<file path="config.mk">
export PLATFORM = sky130hd
export DESIGN_NAME = mwin_decoder
export DESIGN_NICKNAME = d
export VERILOG_FILES = /design/src/rtl/mwin_pkg.sv /design/src/rtl/mwin_regs.sv /design/src/rtl/mwin_match.sv /design/src/rtl/mwin_decoder.sv
export SDC_FILE = /design/constraint.sdc
export NUM_CORES = 1
export LEC_CHECK = 0
export BUFFER_PORTS_ARGS = -buffer_cell sky130_fd_sc_hd__buf_2
export CAP_MARGIN = 20
export CORE_UTILIZATION = 40
export CTS_CLUSTER_SIZE = 20
export DETAILED_ROUTE_END_ITERATION = 7
export PLACE_DENSITY = 0.67
export SLEW_MARGIN = 20
export SYNTH_ARGS = -nofsm -noshare
export SYNTH_HDL_FRONTEND = slang
export SYNTH_SLANG_ARGS = --single-unit
</file>
<file path="constraint.sdc">
create_clock -name clk -period 5.82 [get_ports clk]
set_input_delay 0.291 -clock clk [delete_from_list [all_inputs] [get_ports clk]]
set_output_delay 0.291 -clock clk [all_outputs]
set_load 0.01 [all_outputs]
</file>
<file path="src/rtl/mwin_pkg.sv">
package mwin_pkg;
  localparam int unsigned DEF_ADDR_W    = 32;
  localparam int unsigned DEF_PAGE_BITS = 12;
  localparam int unsigned DEF_CFG_AW    = 8;

  function automatic int unsigned idx_width(input int unsigned n);
    return (n > 1) ? $clog2(n) : 1;
  endfunction
endpackage

</file>
<file path="src/rtl/mwin_regs.sv">
module mwin_regs
  import mwin_pkg::*;
#(
  parameter int unsigned NUM_WIN    = 2,
  parameter int unsigned ADDR_W     = DEF_ADDR_W,
  parameter int unsigned PAGE_BITS  = DEF_PAGE_BITS,
  parameter int unsigned CFG_AW     = DEF_CFG_AW,
  parameter int unsigned BASE_OFF   = 'h1C,
  parameter int unsigned WIN_STRIDE = 8,
  parameter int unsigned LIMIT_GAP  = 4,
  parameter int unsigned CTL_OFF    = 'h3C,
  parameter int unsigned PF_LSB     = 8
) (
  input  logic                             clk,
  input  logic                             rst,
  input  logic                             cfg_wr,
  input  logic                             cfg_rd,
  input  logic [CFG_AW-1:0]                cfg_addr,
  input  logic [ADDR_W-1:0]                cfg_wdata,
  input  logic [ADDR_W/8-1:0]              cfg_be,
  output logic [ADDR_W-1:0]                cfg_rdata,
  output logic [NUM_WIN-1:0][ADDR_W-1:0]   base_o,
  output logic [NUM_WIN-1:0][ADDR_W-1:0]   limit_o,
  output logic [NUM_WIN-1:0]               pf_o
);
  localparam int unsigned BE_W = ADDR_W / 8;
  localparam logic [ADDR_W-1:0] WMASK =
    {{(ADDR_W-PAGE_BITS){1'b1}}, {PAGE_BITS{1'b0}}};

  logic [NUM_WIN-1:0][ADDR_W-1:0] base_q, limit_q;
  logic [NUM_WIN-1:0]             pf_q;
  logic [NUM_WIN-1:0]             sel_base, sel_lim;
  logic                           sel_ctl, sel_any;
  logic [ADDR_W-1:0]              rd_mux;

  function automatic logic [ADDR_W-1:0] merge_bytes(
    input logic [ADDR_W-1:0] old_v,
    input logic [ADDR_W-1:0] new_v,
    input logic [BE_W-1:0]   be
  );
    logic [ADDR_W-1:0] r;
    r = old_v;
    for (int b = 0; b < BE_W; b++)
      if (be[b]) r[8*b +: 8] = new_v[8*b +: 8];
    return r & WMASK;
  endfunction

  // Offset decode, one comparator pair per window
  for (genvar i = 0; i < NUM_WIN; i++) begin : g_sel
    assign sel_base[i] = (cfg_addr == CFG_AW'(BASE_OFF + i*WIN_STRIDE));
    assign sel_lim[i]  = (cfg_addr == CFG_AW'(BASE_OFF + i*WIN_STRIDE + LIMIT_GAP));
  end
  assign sel_ctl = (cfg_addr == CFG_AW'(CTL_OFF));
  assign sel_any = (|sel_base) || (|sel_lim) || sel_ctl;

  // Register storage
  always_ff @(posedge clk) begin
    if (rst) begin
      base_q  <= '0;
      limit_q <= '0;
      pf_q    <= '0;
    end else if (cfg_wr) begin
      for (int i = 0; i < NUM_WIN; i++) begin
        if (sel_base[i]) base_q[i]  <= merge_bytes(base_q[i],  cfg_wdata, cfg_be);
        if (sel_lim[i])  limit_q[i] <= merge_bytes(limit_q[i], cfg_wdata, cfg_be);
        if (sel_ctl && cfg_be[(PF_LSB+i)/8]) pf_q[i] <= cfg_wdata[PF_LSB+i];
      end
    end
  end

  // Read-back mux
  always_comb begin
    rd_mux = '0;
    for (int i = 0; i < NUM_WIN; i++) begin
      if (sel_base[i]) rd_mux = rd_mux | (base_q[i]  & WMASK);
      if (sel_lim[i])  rd_mux = rd_mux | (limit_q[i] & WMASK);
      if (sel_ctl)     rd_mux[PF_LSB+i] = pf_q[i];
    end
  end

  always_ff @(posedge clk) begin
    if (rst)         cfg_rdata <= '0;
    else if (cfg_rd) cfg_rdata <= rd_mux;
  end

  assign base_o  = base_q;
  assign limit_o = limit_q;
  assign pf_o    = pf_q;

  // read data is cleared by reset
  p_reset_clear_r1: assert property (@(posedge clk)
    $past(rst) |-> (cfg_rdata == '0));

  // window register reads never return low bits
  p_low_zero_r3: assert property (@(posedge clk) disable iff (rst)
    (cfg_rd && !sel_ctl) |=> (cfg_rdata[PAGE_BITS-1:0] == '0));

  // unmapped offsets read zero
  p_unmapped_r8: assert property (@(posedge clk) disable iff (rst)
    (cfg_rd && !sel_any) |=> (cfg_rdata == '0));

  // read data holds between reads
  p_rd_hold_r9: assert property (@(posedge clk) disable iff (rst)
    (!cfg_rd && !$past(rst)) |=> $stable(cfg_rdata));
endmodule

</file>
<file path="src/rtl/mwin_match.sv">
module mwin_match #(
  parameter int unsigned ADDR_W    = 32,
  parameter int unsigned PAGE_BITS = 12
) (
  input  logic [ADDR_W-1:0] base_i,
  input  logic [ADDR_W-1:0] limit_i,
  input  logic [ADDR_W-1:0] addr_i,
  output logic              hit_o
);
  localparam logic [ADDR_W-1:0] LOW_FILL =
    {{(ADDR_W-PAGE_BITS){1'b0}}, {PAGE_BITS{1'b1}}};

  logic enabled, at_or_above, at_or_below;

  assign enabled     = (base_i != '0) || (limit_i != '0);
  assign at_or_above = (addr_i >= base_i);
  assign at_or_below = (addr_i <= (limit_i | LOW_FILL));
  assign hit_o       = enabled && at_or_above && at_or_below;
endmodule

</file>
<file path="src/rtl/mwin_decoder.sv">
module mwin_decoder
  import mwin_pkg::*;
#(
  parameter int unsigned NUM_WIN   = 2,
  parameter int unsigned ADDR_W    = DEF_ADDR_W,
  parameter int unsigned PAGE_BITS = DEF_PAGE_BITS,
  parameter int unsigned CFG_AW    = DEF_CFG_AW,
  localparam int unsigned IDX_W    = idx_width(NUM_WIN),
  localparam int unsigned BE_W     = ADDR_W / 8
) (
  input  logic              clk,
  input  logic              rst,
  input  logic              cfg_wr,
  input  logic              cfg_rd,
  input  logic [CFG_AW-1:0] cfg_addr,
  input  logic [ADDR_W-1:0] cfg_wdata,
  input  logic [BE_W-1:0]   cfg_be,
  output logic [ADDR_W-1:0] cfg_rdata,
  input  logic [ADDR_W-1:0] mem_addr,
  output logic              win_claim,
  output logic [IDX_W-1:0]  win_idx,
  output logic              win_prefetch
);
  logic [NUM_WIN-1:0][ADDR_W-1:0] base_w, limit_w;
  logic [NUM_WIN-1:0]             pf_w;
  logic [NUM_WIN-1:0]             hit;

  mwin_regs #(
    .NUM_WIN  (NUM_WIN),
    .ADDR_W   (ADDR_W),
    .PAGE_BITS(PAGE_BITS),
    .CFG_AW   (CFG_AW)
  ) u_regs (
    .clk      (clk),
    .rst      (rst),
    .cfg_wr   (cfg_wr),
    .cfg_rd   (cfg_rd),
    .cfg_addr (cfg_addr),
    .cfg_wdata(cfg_wdata),
    .cfg_be   (cfg_be),
    .cfg_rdata(cfg_rdata),
    .base_o   (base_w),
    .limit_o  (limit_w),
    .pf_o     (pf_w)
  );

  for (genvar i = 0; i < NUM_WIN; i++) begin : g_win
    mwin_match #(
      .ADDR_W   (ADDR_W),
      .PAGE_BITS(PAGE_BITS)
    ) u_match (
      .base_i (base_w[i]),
      .limit_i(limit_w[i]),
      .addr_i (mem_addr),
      .hit_o  (hit[i])
    );
  end

  // Lowest-numbered hit wins
  always_comb begin
    win_claim    = |hit;
    win_idx      = '0;
    win_prefetch = 1'b0;
    for (int i = NUM_WIN-1; i >= 0; i--) begin
      if (hit[i]) begin
        win_idx      = IDX_W'(i);
        win_prefetch = pf_w[i];
      end
    end
  end

  // a claim requires the chosen window to be enabled
  p_enable_r4: assert property (@(posedge clk) disable iff (rst)
    win_claim |-> ((base_w[win_idx] != '0) || (limit_w[win_idx] != '0)));

  // window 0 wins an overlap
  p_prio_r6: assert property (@(posedge clk) disable iff (rst)
    hit[0] |-> (win_claim && (win_idx == '0)));

  // no prefetch mark without a claim
  p_pf_idle_r7: assert property (@(posedge clk) disable iff (rst)
    !win_claim |-> !win_prefetch);

  // the mark follows the chosen window
  p_pf_src_r7: assert property (@(posedge clk) disable iff (rst)
    win_claim |-> (win_prefetch == pf_w[win_idx]));
endmodule

</file>
# Word-level counts from Yosys, hierarchy flattened
# Index checks and enable logic that the tools add are counted.
# Widths: inputs -> output; s select.
# word_totals
ff_bits	114
latch_bits	0
mem_bits_rw	0
rom_bits	0
in_bits	80
out_inout_bits	35
elab_cells	61
mem_count	0
# op_classes
n_addsub	0
multipliers	0
div_mod_pow	0
order_cmp	4
n_eq_ne	5
n_shift	0
muxes	10
bitwise_logic	3
n_reduce_logical	25
# op_table
operator	n
$mux 32	4
$reduce_bool 32->1	4
$or 32x32->32	3
$ge 32x32->1	2
$le 32x32->1	2
$reduce_and 3->1	12
$eq 8x6->1 const B	4
$eq 8x5->1 const B	1
$mux 1	6
$logic_and 1x1->1	5
$logic_or 1x1->1	2
$reduce_and 2->1	1
$reduce_or 2->1	1

# Longest topological paths before layout
# Gate-level depths: netlist of the first run.
# logic_depth
word_depth	10
depth_mapped	8
ltp_nobuf	8

# Cells and area by module
# From an unflattened synthesis of the first run, not the netlist that was laid out.
# unflattened
cells_unflattened	935
area_unflattened_um2	7835.0
# modules_own_cells
mod	instances	cells_each	area_per_inst_um2	seq_area_each_um2
mwin_regs	1	514	4909.7	2082.0
mwin_match	2	208	1450.1	0.0
mwin_decoder	1	5	25.0	0.0

# Worst setup path after synthesis of the first run
# Ideal clock, no wire load.
# synth_timing
path_kind	reg-to-output
startpoint	reg u_regs.base_q (netlist bit u_regs.base_o[14])
endpoint	out win_prefetch
arrival_time_ns	2.070
required_ns	5.529
setup_slack_ns	3.459
path_stages_with_launch	9
n_path_buf	0
cell_sequence	dfxtp_1 > inv_1 > ha_1 > o21ai_0 > a21oi_1 > o311ai_0 > a211oi_2 > o22a_2 > o41ai_1
# synth_between
elab_chain_len	5
elab_cells_between_ends	6
cone_classes	order compare: 1; mux: 1; reduce/logical: 4
# synth_rtl
item	line_no	source
start, declared	mwin_regs.sv:30	logic [NUM_WIN-1:0][ADDR_W-1:0] base_q, limit_q;
start signal, assigned by index	mwin_regs.sv:64	if (sel_base[i]) base_q[i] <= merge_bytes(base_q[i], cfg_wdata, cfg_be);
branches (longest 2 deep; another with $ge 32x32->1)	-	
$logic_and 1x1->1 * (2 in a row)	mwin_match.sv:18	assign hit_o = enabled && at_or_above && at_or_below;
$mux 1 *	mwin_decoder.sv:65	if (hit[i]) begin
end, declared	mwin_decoder.sv:22	output logic win_prefetch
# Every way passes the cells marked *.

# Worst setup path after layout of the first run
# Same ends and word-level chain as after synthesis.

==> results.yml, run 1 <==
outcome:
  run_status: "finished, final reports clean"
critical_path:
  path_depth_of_the_worst_reg2reg_path: 4
  r2r_start: "u_regs.limit_o[25]"
  crit_family: "compound AO/OA/AOI/OAI gates"
  cp.buffers_inverters: 2
  worstReg2RegEnd: "u_regs.cfg_rdata[25]"
  critPathMaxStageDelay_ps: 700
  cp_data_required_time_ps: 5530
  critPathMaxFanout: 4
  critPathKind: "flop to output pin"
  crit_slowest_cell: "o311ai_0"
  crit_path_start_kind: "flop"
  crit_end: "win_prefetch"
  reg2reg_slack_ps: 4570
  startpoint: "u_regs.base_o[14]"
  worstSetupPathDepth: 9
  setup.worst_path.end_class: "output pin"
  path_cells: "inv_1 > ha_1 > o21ai_0 > a21oi_1 > o311ai_0 > a211oi_2 > o22a_2 > o41ai_1 > buf_2"
  arrival_ps: 3220
clocking:
  path_clk_slew_ps: 70
  holdBufCountCts: 0
  clk_path_buf_depth: 2
  clock-root-buffer: "clkbuf_16"
  clock_latency_ps: 350
  clock_buffers_created_by_tritoncts: 9
  clkSinkCount: 104
  cts.repair_timing.setup_buffer_count: 0
  clock_tree_from_tritoncts: "yes"
  cts_resized: 0
  htree_num_levels: 3
synth:
  synth_flop_cell: "dfxtp_1"
  synth_async_sr_flop_share_pct: 0
  post_synth_instance_area_um2: 6630
  synth_edf_count: 0
  synth-seq-area-share_pct: 31.4
  post_synthesis_cell_type_count: 42
  ys.warnings.count: 0
  syn_inst: 810
  post_synth_main_area_contributors: "dfxtp_1 (31%), ha_1 (15%), mux2i_1 (12%), nor2_1 (5.5%), nand2_1 (5.0%)"
  avgSynthCellArea_um2: 8.19
  ys_seq_elements: 104
  synth_top_area_share_pct: 31.4
  yosys.area.top_type: "dfxtp_1"
drt:
  dr_vias: 6100
  wl_met1_um: 8940
  detailedRoute.firstIterationViolations: 500
  via_per_inst: 5.51
  finalWirelength_um: 20200
  top_signal_layer_used: "met4"
  met2_length_um: 9210
  firstDrtPassIters: 5
  antenna_left: 0
  drc_errors: 0
  wl_per_cell_um: 18.2
  amount_of_wire_on_met3_after_detailed_routing_um: 1390
floorplan:
  die-height_um: 131
  fp-row-count: 46
  die_area_um2: 17100
  fp.dieW_um: 131
  initial_utilization_pct: 41.3
  placeableCoreArea_um2: 16100
  pin_count: 115
sta:
  maxSlewViolCount: 0
  final_hold_fails: 0
  fin_worst_skew_ps: 6.80
  worst-slew-pin-transition_ps: 1090
  rsz_0062_raised_after_global_routing: "false"
  post-route-period-util_pct: 60.4
  final.setup.tns_ps: 0
  fin_hold_ws_ps: 196
  max_frequency_mhz: 285
  layout_setup_ws_ps: 2310
  layout_min_cycle_time_ps: 3510
  setup-violations-final: 0
  timing.slew.headroom_pct: 27.2
power:
  max-vdd-ir-drop_uv: 171
  cellPowerDensity_nw_per_um2: 202
  leakage_uw: 0.00301
global_route:
  grt_first_pass_wirelength_um: 30300
  globalRouteOverflowTotal: 0
  grt_antenna_before_repair: 0
  grt.total_usage_pct: 24.1
  via_count_of_the_first_global_routing_pass: 5474
  pin_count_of_the_biggest_net_entering_global_routing: 105
cells_and_area:
  antenna_cells_inserted: 0
  layoutNonFillerInstCount: 1107
  area_added_between_synthesis_and_finish_pct: 13.8
  design.final.nets: 1048
  mostFrequentLayoutCells: "dfxtp_1 (104), nor2_1 (97), buf_2 (93)"
  layout_commonest_cell: "dfxtp_1"
  post_route_cells_drive_above_1_share_pct: 13.5
run:
  timing.max_cap.violations: 0
placement:
  dpl.cell_count: 1093
  port-buffer-count: 93
  dpl.hpwl_um: 15300
  gp_congestion: 0.943
  post_place_setup_slack_ps: 2760
worst_hold_path:
  min_path_type: "input pin to flop"
## worst reg2reg max path: stages, from the launching register on
cell,delay (ps)
dfxtp_1,440
mux2i_1,100
o21ai_0,190
a22oi_1,150
a211oi_1,280
## cell families after synthesis
| family | Yosys count | share of synthesized area (%) |
|---|---|---|
| adder cells (fa/ha/maj) | 80 | 15.1 |
| multiplexers | 82 | 12.4 |
| other | 1 | 0.0565 |
| buffers and inverters | 120 | 7.43 |
| flip-flops | 104 | 31.4 |
| AO/OA/AOI/OAI | 153 | 14.1 |
| AND/OR/NAND/NOR | 270 | 19.5 |
## stage by stage
stage          power [uW]  util (%)  cell area, um^2
2_1_floorplan         839         -             6670
3_3_place_gp          904      45.1             7240
3_5_place_dp          906      45.1             7240
4_1_cts              1530      47.0             7540
5_1_grt              1580      47.0             7540
6_report             1530      47.0             7540
## flip-flops by register name, indices dropped and copies added (netlist names)
name              flops
u_regs.cfg_rdata     22
u_regs.base_o        40
u_regs.limit_o       40
u_regs.pf_o           2
## how the worst min path moves through the flow
stage,from,to,slack (ps),cells past startpoint
floorplan,cfg_wdata[12],u_regs.limit_o[44],430,2
global placement,u_regs.cfg_rdata[8],u_regs.cfg_rdata[8],460,2
detailed placement,u_regs.cfg_rdata[9],u_regs.cfg_rdata[9],460,2
CTS,cfg_wdata[9],u_regs.pf_o[1],190,3
global route,cfg_wdata[9],u_regs.pf_o[1],200,3
finish,cfg_wdata[9],u_regs.pf_o[1],200,3
## synth_stat cells, types with 20 or more instances
master / count
a211oi_1: 22
a21oi_1: 55
a22oi_1: 20
clkbuf_1: 24
dfxtp_1: 104
ha_1: 80
inv_1: 81
mux2i_1: 82
nand2_1: 88
nor2_1: 97
nor4_1: 23
o21ai_0: 38
## cell type report
cell class,instances,area (um^2)
Inverter,81,304
Clock inverter,3,68.8
Timing Repair Buffer,97,495
Tap cell,216,270
Sequential cell,104,2080
Clock buffer,11,233
Fill cell,1612,8510
Multi-Input combinational cell,595,4090
## per-layer routing
metal,vias up,global-route usage [%]
li1,2993,-
met1,2849,32.8
met2,217,38.1
met3,41,3.46
met4,0,9.67
met5,-,0
## power by group
group	switching [uW]	internal, uW
Clock	260	373
Sequential	3.92	718
Combinational	105	64.5
Note: power is estimated with default switching activity, not from simulation.
==> run 2: changes to the inputs <==
==> constraint.sdc (replaced) <==
create_clock -name clk -period 3.4 [get_ports clk]
set_input_delay 0.17 -clock clk [delete_from_list [all_inputs] [get_ports clk]]
set_output_delay 0.17 -clock clk [all_outputs]
set_load 0.01 [all_outputs]
==> results.yml, run 2 (synthesis results as in run 1) <==
clocking:
  cts.repair_timing.setup_buffer_count: 0
  clock-root-buffer: "clkbuf_16"
  clk_path_buf_depth: 2
  htree_num_levels: 3
  clock_tree_from_tritoncts: "yes"
  clkSinkCount: 104
  cts_resized: 0
  clock_latency_ps: 360
  path_clk_slew_ps: 70
  clock_buffers_created_by_tritoncts: 9
  holdBufCountCts: 0
worst_hold_path:
  min_path_type: "input pin to flop"
drt:
  via_per_inst: 5.52
  finalWirelength_um: 20500
  met2_length_um: 9250
  detailedRoute.firstIterationViolations: 478
  wl_per_cell_um: 18.4
  amount_of_wire_on_met3_after_detailed_routing_um: 1640
  drc_errors: 0
  dr_vias: 6153
  antenna_left: 0
  top_signal_layer_used: "met4"
  wl_met1_um: 8780
  firstDrtPassIters: 5
sta:
  timing.slew.headroom_pct: 36.9
  setup-violations-final: 0
  final_hold_fails: 0
  worst-slew-pin-transition_ps: 947
  final.setup.tns_ps: 0
  max_frequency_mhz: 308
  rsz_0062_raised_after_global_routing: "false"
  layout_min_cycle_time_ps: 3250
  post-route-period-util_pct: 95.5
  fin_worst_skew_ps: 6.76
  maxSlewViolCount: 0
floorplan:
  pin_count: 115
  placeableCoreArea_um2: 16100
  fp-row-count: 46
  die-height_um: 131
  die_area_um2: 17100
  fp.dieW_um: 131
  initial_utilization_pct: 41.3
critical_path:
  setup.worst_path.end_class: "output pin"
  arrival_ps: 3080
  cp_data_required_time_ps: 3230
  crit_path_start_kind: "flop"
  critPathMaxFanout: 4
  critPathKind: "flop to output pin"
cells_and_area:
  mostFrequentLayoutCells: "dfxtp_1 (104), nor2_1 (97), buf_2 (93)"
  area_added_between_synthesis_and_finish_pct: 14.9
  post_route_cells_drive_above_1_share_pct: 14.3
  antenna_cells_inserted: 0
  design.final.nets: 1053
  layout_commonest_cell: "dfxtp_1"
power:
  max-vdd-ir-drop_uv: 235
  leakage_uw: 0.00305
  cellPowerDensity_nw_per_um2: 354
  p_total_uw: 2700
placement:
  dpl.hpwl_um: 15600
  gp_congestion: 0.979
  port-buffer-count: 93
global_route:
  pin_count_of_the_biggest_net_entering_global_routing: 56
  grt_first_pass_wirelength_um: 31300
  grt_antenna_before_repair: 0
  grt.total_usage_pct: 24.9
  globalRouteOverflowTotal: 0
  via_count_of_the_first_global_routing_pass: 5640
run:
  timing.max_cap.violations: 0
outcome:
  run_status: "finished, final reports clean"
-- run 2: cell count changes in the layout (fill, tap and decap cells not counted), sizes merged --
cell / change
inv: +2
buf: +5
-- run 2: area by class of cell --
| class | count | area, um^2 |
|---|---|---|
| tap | 216 | 270 |
| timing repair buffer | 102 | 546 |
| clock inverter | 5 | 86.3 |
| clock buffer | 11 | 243 |
| multi-input combinational | 595 | 4090 |
| fill | 1589 | 8440 |
| sequential | 104 | 2080 |
| inverter | 81 | 304 |
-- run 2: routing by layer --
metal	GRT usage [%]	vias to the layer above
met5	0	-
li1	-	3003
met3	5.62	45
met4	12.6	0
met2	38.8	246
met1	32.3	2859
-- run 2: path summary, 6_finish.rpt --
kind	from	to	slack, ps	cells past startpoint
hold / removal	cfg_wdata[8]	u_regs.pf_o[0]	50	3
setup reg to reg	u_regs.limit_o[26]	u_regs.cfg_rdata[26]	2140	4
hold reg to reg	u_regs.cfg_rdata[9]	u_regs.cfg_rdata[9]	470	2
setup / recovery	u_regs.limit_o[48]	win_prefetch	150	9
-- run 2: power by group --
group | total (uW) | switching, uW | internal (uW)
clock | 1170 | 494 | 673
sequential | 1240 | 6.42 | 1230
combinational | 298 | 185 | 114
total | 2700 | 686 | 2020
-- run 2: critical path: stages (launching register included) --
cell	delay [ps]
dfxtp_1	460
inv_1	80
ha_1	270
and4_1	240
nor4bb_1	410
nand2_1	100
nor3_1	210
o22ai_1	170
o41ai_1	530
buf_2	240
-- run 2: stage by stage --
stage / worst slack [ps] / cell area, um^2 / hold WS, ps / std cells / util (%)
6_report: 154 / 7620 / 53.6 / 1114 / 47.5
5_1_grt: 42.9 / 7620 / 53.5 / 1114 / 47.5
4_1_cts: 290 / 7620 / 48.6 / 1114 / 47.5
3_5_place_dp: 678 / 7290 / 427 / 1098 / 45.4
3_3_place_gp: 706 / 7290 / 414 / 1098 / 45.4
2_1_floorplan: 1160 / 6670 / 310 / 819 / -
==> run 3: changes to the inputs <==
--- a/config.mk
+++ b/config.mk
@@ -5,6 +5,7 @@
 export SDC_FILE = /design/constraint.sdc
 export NUM_CORES = 1
 export LEC_CHECK = 0
+export ABC_AREA = 1
 export BUFFER_PORTS_ARGS = -buffer_cell sky130_fd_sc_hd__buf_2
 export CAP_MARGIN = 20
 export CORE_UTILIZATION = 40
==> constraint.sdc (replaced) <==
create_clock -name clk -period 3.85 [get_ports clk]
set_input_delay 0.1925 -clock clk [delete_from_list [all_inputs] [get_ports clk]]
set_output_delay 0.1925 -clock clk [all_outputs]
set_load 0.01 [all_outputs]
==> results.yml, run 3 <==
outcome:
  run_status: "complete, but fails checks"
  failed_checks: "DRC"
clocking:
  clkSinkCount: 104
  clock_tree_from_tritoncts: "yes"
  htree_num_levels: 3
  cts.repair_timing.setup_buffer_count: 0
  clock_latency_ps: 370
  path_clk_slew_ps: 70
  clock-root-buffer: "clkbuf_16"
  holdBufCountCts: 0
  clk_path_buf_depth: 2
  cts_resized: 0
  clock_buffers_created_by_tritoncts: 9
synth:
  post_synthesis_cell_type_count: 32
  avgSynthCellArea_um2: 7.05
  ys_seq_elements: 104
  post_synth_main_area_contributors: "dfxtp_1 (32%), ha_1 (15%), a21oi_1 (10%), nand2_1 (9.2%), inv_1 (7.2%)"
  synth-seq-area-share_pct: 32.2
  syn_inst: 917
  post_synth_instance_area_um2: 6460
  synth_top_area_share_pct: 32.2
  synth_top_cells_by_count: "nand2_1 (159), a21oi_1 (132), inv_1 (124)"
  synth_edf_count: 0
  synth_flop_cell: "dfxtp_1"
  post-synth-top-count-cell: "nand2_1"
  ys.warnings.count: 0
  yosys.area.top_type: "dfxtp_1"
  synth_async_sr_flop_share_pct: 0
global_route:
  grt_first_pass_wirelength_um: 30000
  grt.total_usage_pct: 23.9
  via_count_of_the_first_global_routing_pass: 5788
  grt_antenna_before_repair: 0
  pin_count_of_the_biggest_net_entering_global_routing: 63
  globalRouteOverflowTotal: 0
critical_path:
  crit_path_start_kind: "flop"
  critPathMaxFanout: 3
  arrival_ps: 2340
  setup.worst_path.end_class: "output pin"
  cp_data_required_time_ps: 3660
  critPathKind: "flop to output pin"
cells_and_area:
  post_route_cells_drive_above_1_share_pct: 12.8
  antenna_cells_inserted: 0
  area_added_between_synthesis_and_finish_pct: 12.9
  filler_cell_count: 1654
  mostFrequentLayoutCells: "nand2_1 (159), a21oi_1 (132), inv_1 (123)"
  layout_commonest_cell: "nand2_1"
  design.final.nets: 1152
  layoutNonFillerInstCount: 1213
  finish.instance_area_um2: 7300
power:
  max-vdd-ir-drop_uv: 224
  switching_share_pct: 26.9
  seq_power_share_pct: 48.9
  p_comb_share_pct: 12.7
  sw_power_uw: 601
  cellPowerDensity_nw_per_um2: 306
  leakage_uw: 0.00313
  clkPwrFrac_pct: 38.5
  p_int_uw: 1640
drt:
  drc_errors: 1
  firstDrtPassIters: 7
  antenna_left: 0
  detailedRoute.firstIterationViolations: 436
  amount_of_wire_on_met3_after_detailed_routing_um: 1130
  via_per_inst: 5.25
  finalWirelength_um: 19400
  dr_vias: 6365
  wl_met1_um: 8740
  met2_length_um: 8950
  wl_per_cell_um: 16.0
  top_signal_layer_used: "met4"
run:
  timing.max_cap.violations: 0
sta:
  layout_min_cycle_time_ps: 2530
  setup-violations-final: 0
  final.setup.tns_ps: 0
  post-route-period-util_pct: 65.8
  final_hold_fails: 0
  layout_setup_ws_ps: 1320
  worst-slew-pin-transition_ps: 811
  maxSlewViolCount: 0
  fin_worst_skew_ps: 8.55
  max_frequency_mhz: 395
  timing.slew.headroom_pct: 46.0
  rsz_0062_raised_after_global_routing: "false"
placement:
  port-buffer-count: 93
  instance_area_after_placement_um2: 7040
  dpl.cell_count: 1197
  gp_congestion: 0.858
  dpl.hpwl_um: 14800
  post_place_setup_slack_ps: 1710
floorplan:
  fp-row-count: 46
  die-height_um: 129
  pin_count: 115
  fp.dieW_um: 129
  die_area_um2: 16700
  initial_utilization_pct: 40.8
  placeableCoreArea_um2: 15800
worst_hold_path:
  min_path_type: "input pin to flop"
[run 3: cell types whose count changed after synthesis, moves of 13 or more]
cell,delta
o21ai_1,+20
mux2i_1,-82
o21ai_0,+54
nor4_1,-13
nor2_1,-42
inv_1,+43
a21oi_1,+77
nand2_1,+71
o22ai_1,+17
a22oi_1,-20
a31oi_1,+20
a211oi_1,-22
[run 3: worst max-delay path, cell delays in order, from the launching register on]
cell and delay (ps):
dfxtp_1 420, inv_1 90, ha_1 300, nand2_1 60, nor2_1 140, nand2_1 130
nor2_1 130, nand2_1 60, nand2_1 70, nor2_1 40, nor2_1 180, nor2_1 80
and2_1 140, buf_2 130
[run 3: per-layer routing]
layer  GRT usage, %  vias to the layer above
li1               -                     3230
met1           30.0                     2898
met2           39.5                      192
met3           5.08                       45
met4           10.6                        0
met5              0                        -
[run 3: area by class of cell]
class                           instances  area [um^2]  share of cell area (%)
Multi-Input combinational cell        647         3690                    50.6
Timing Repair Buffer                   96          488                    6.68
Clock inverter                          2         16.3                   0.223
Tap cell                              216          270                    3.70
Inverter                              134          505                    6.92
Sequential cell                       104         2080                    28.5
Clock buffer                           14          244                    3.34
[run 3: worst paths after layout]
check,start,to,slack [ps],cells after the start
min,cfg_wdata[9],u_regs.pf_o[1],120,3
max reg2reg,u_regs.limit_o[14],u_regs.cfg_rdata[14],2820,4
max,u_regs.limit_o[63],win_idx,1320,13
min reg2reg,u_regs.pf_o[1],u_regs.pf_o[1],470,2
[run 3: cell families after synthesis]
kind of cell	share of synthesized area, %
buf+inv	11.2
flops	32.2
fa+ha+maj	15.5
other cells	0.0580
compound gates	23.5
simple gates	17.6
[run 3: metrics by stage]
stage	hold WS (ps)	utilization [%]	total power, uW
2_1_floorplan	368	-	1290
3_3_place_gp	460	44.5	1390
3_5_place_dp	464	44.5	1400
4_1_cts	111	46.1	2250
5_1_grt	148	46.1	2330
6_report	116	46.1	2240
[run 3: power groups by stage]
stage / Clock, uW / Sequential (uW) / Combinational, uW
2_1_floorplan: 0 / 1120 / 166
3_3_place_gp: 0 / 1120 / 275
3_5_place_dp: 0 / 1120 / 280
4_1_cts: 878 / 1090 / 282
5_1_grt: 911 / 1090 / 323
6_report: 860 / 1090 / 284
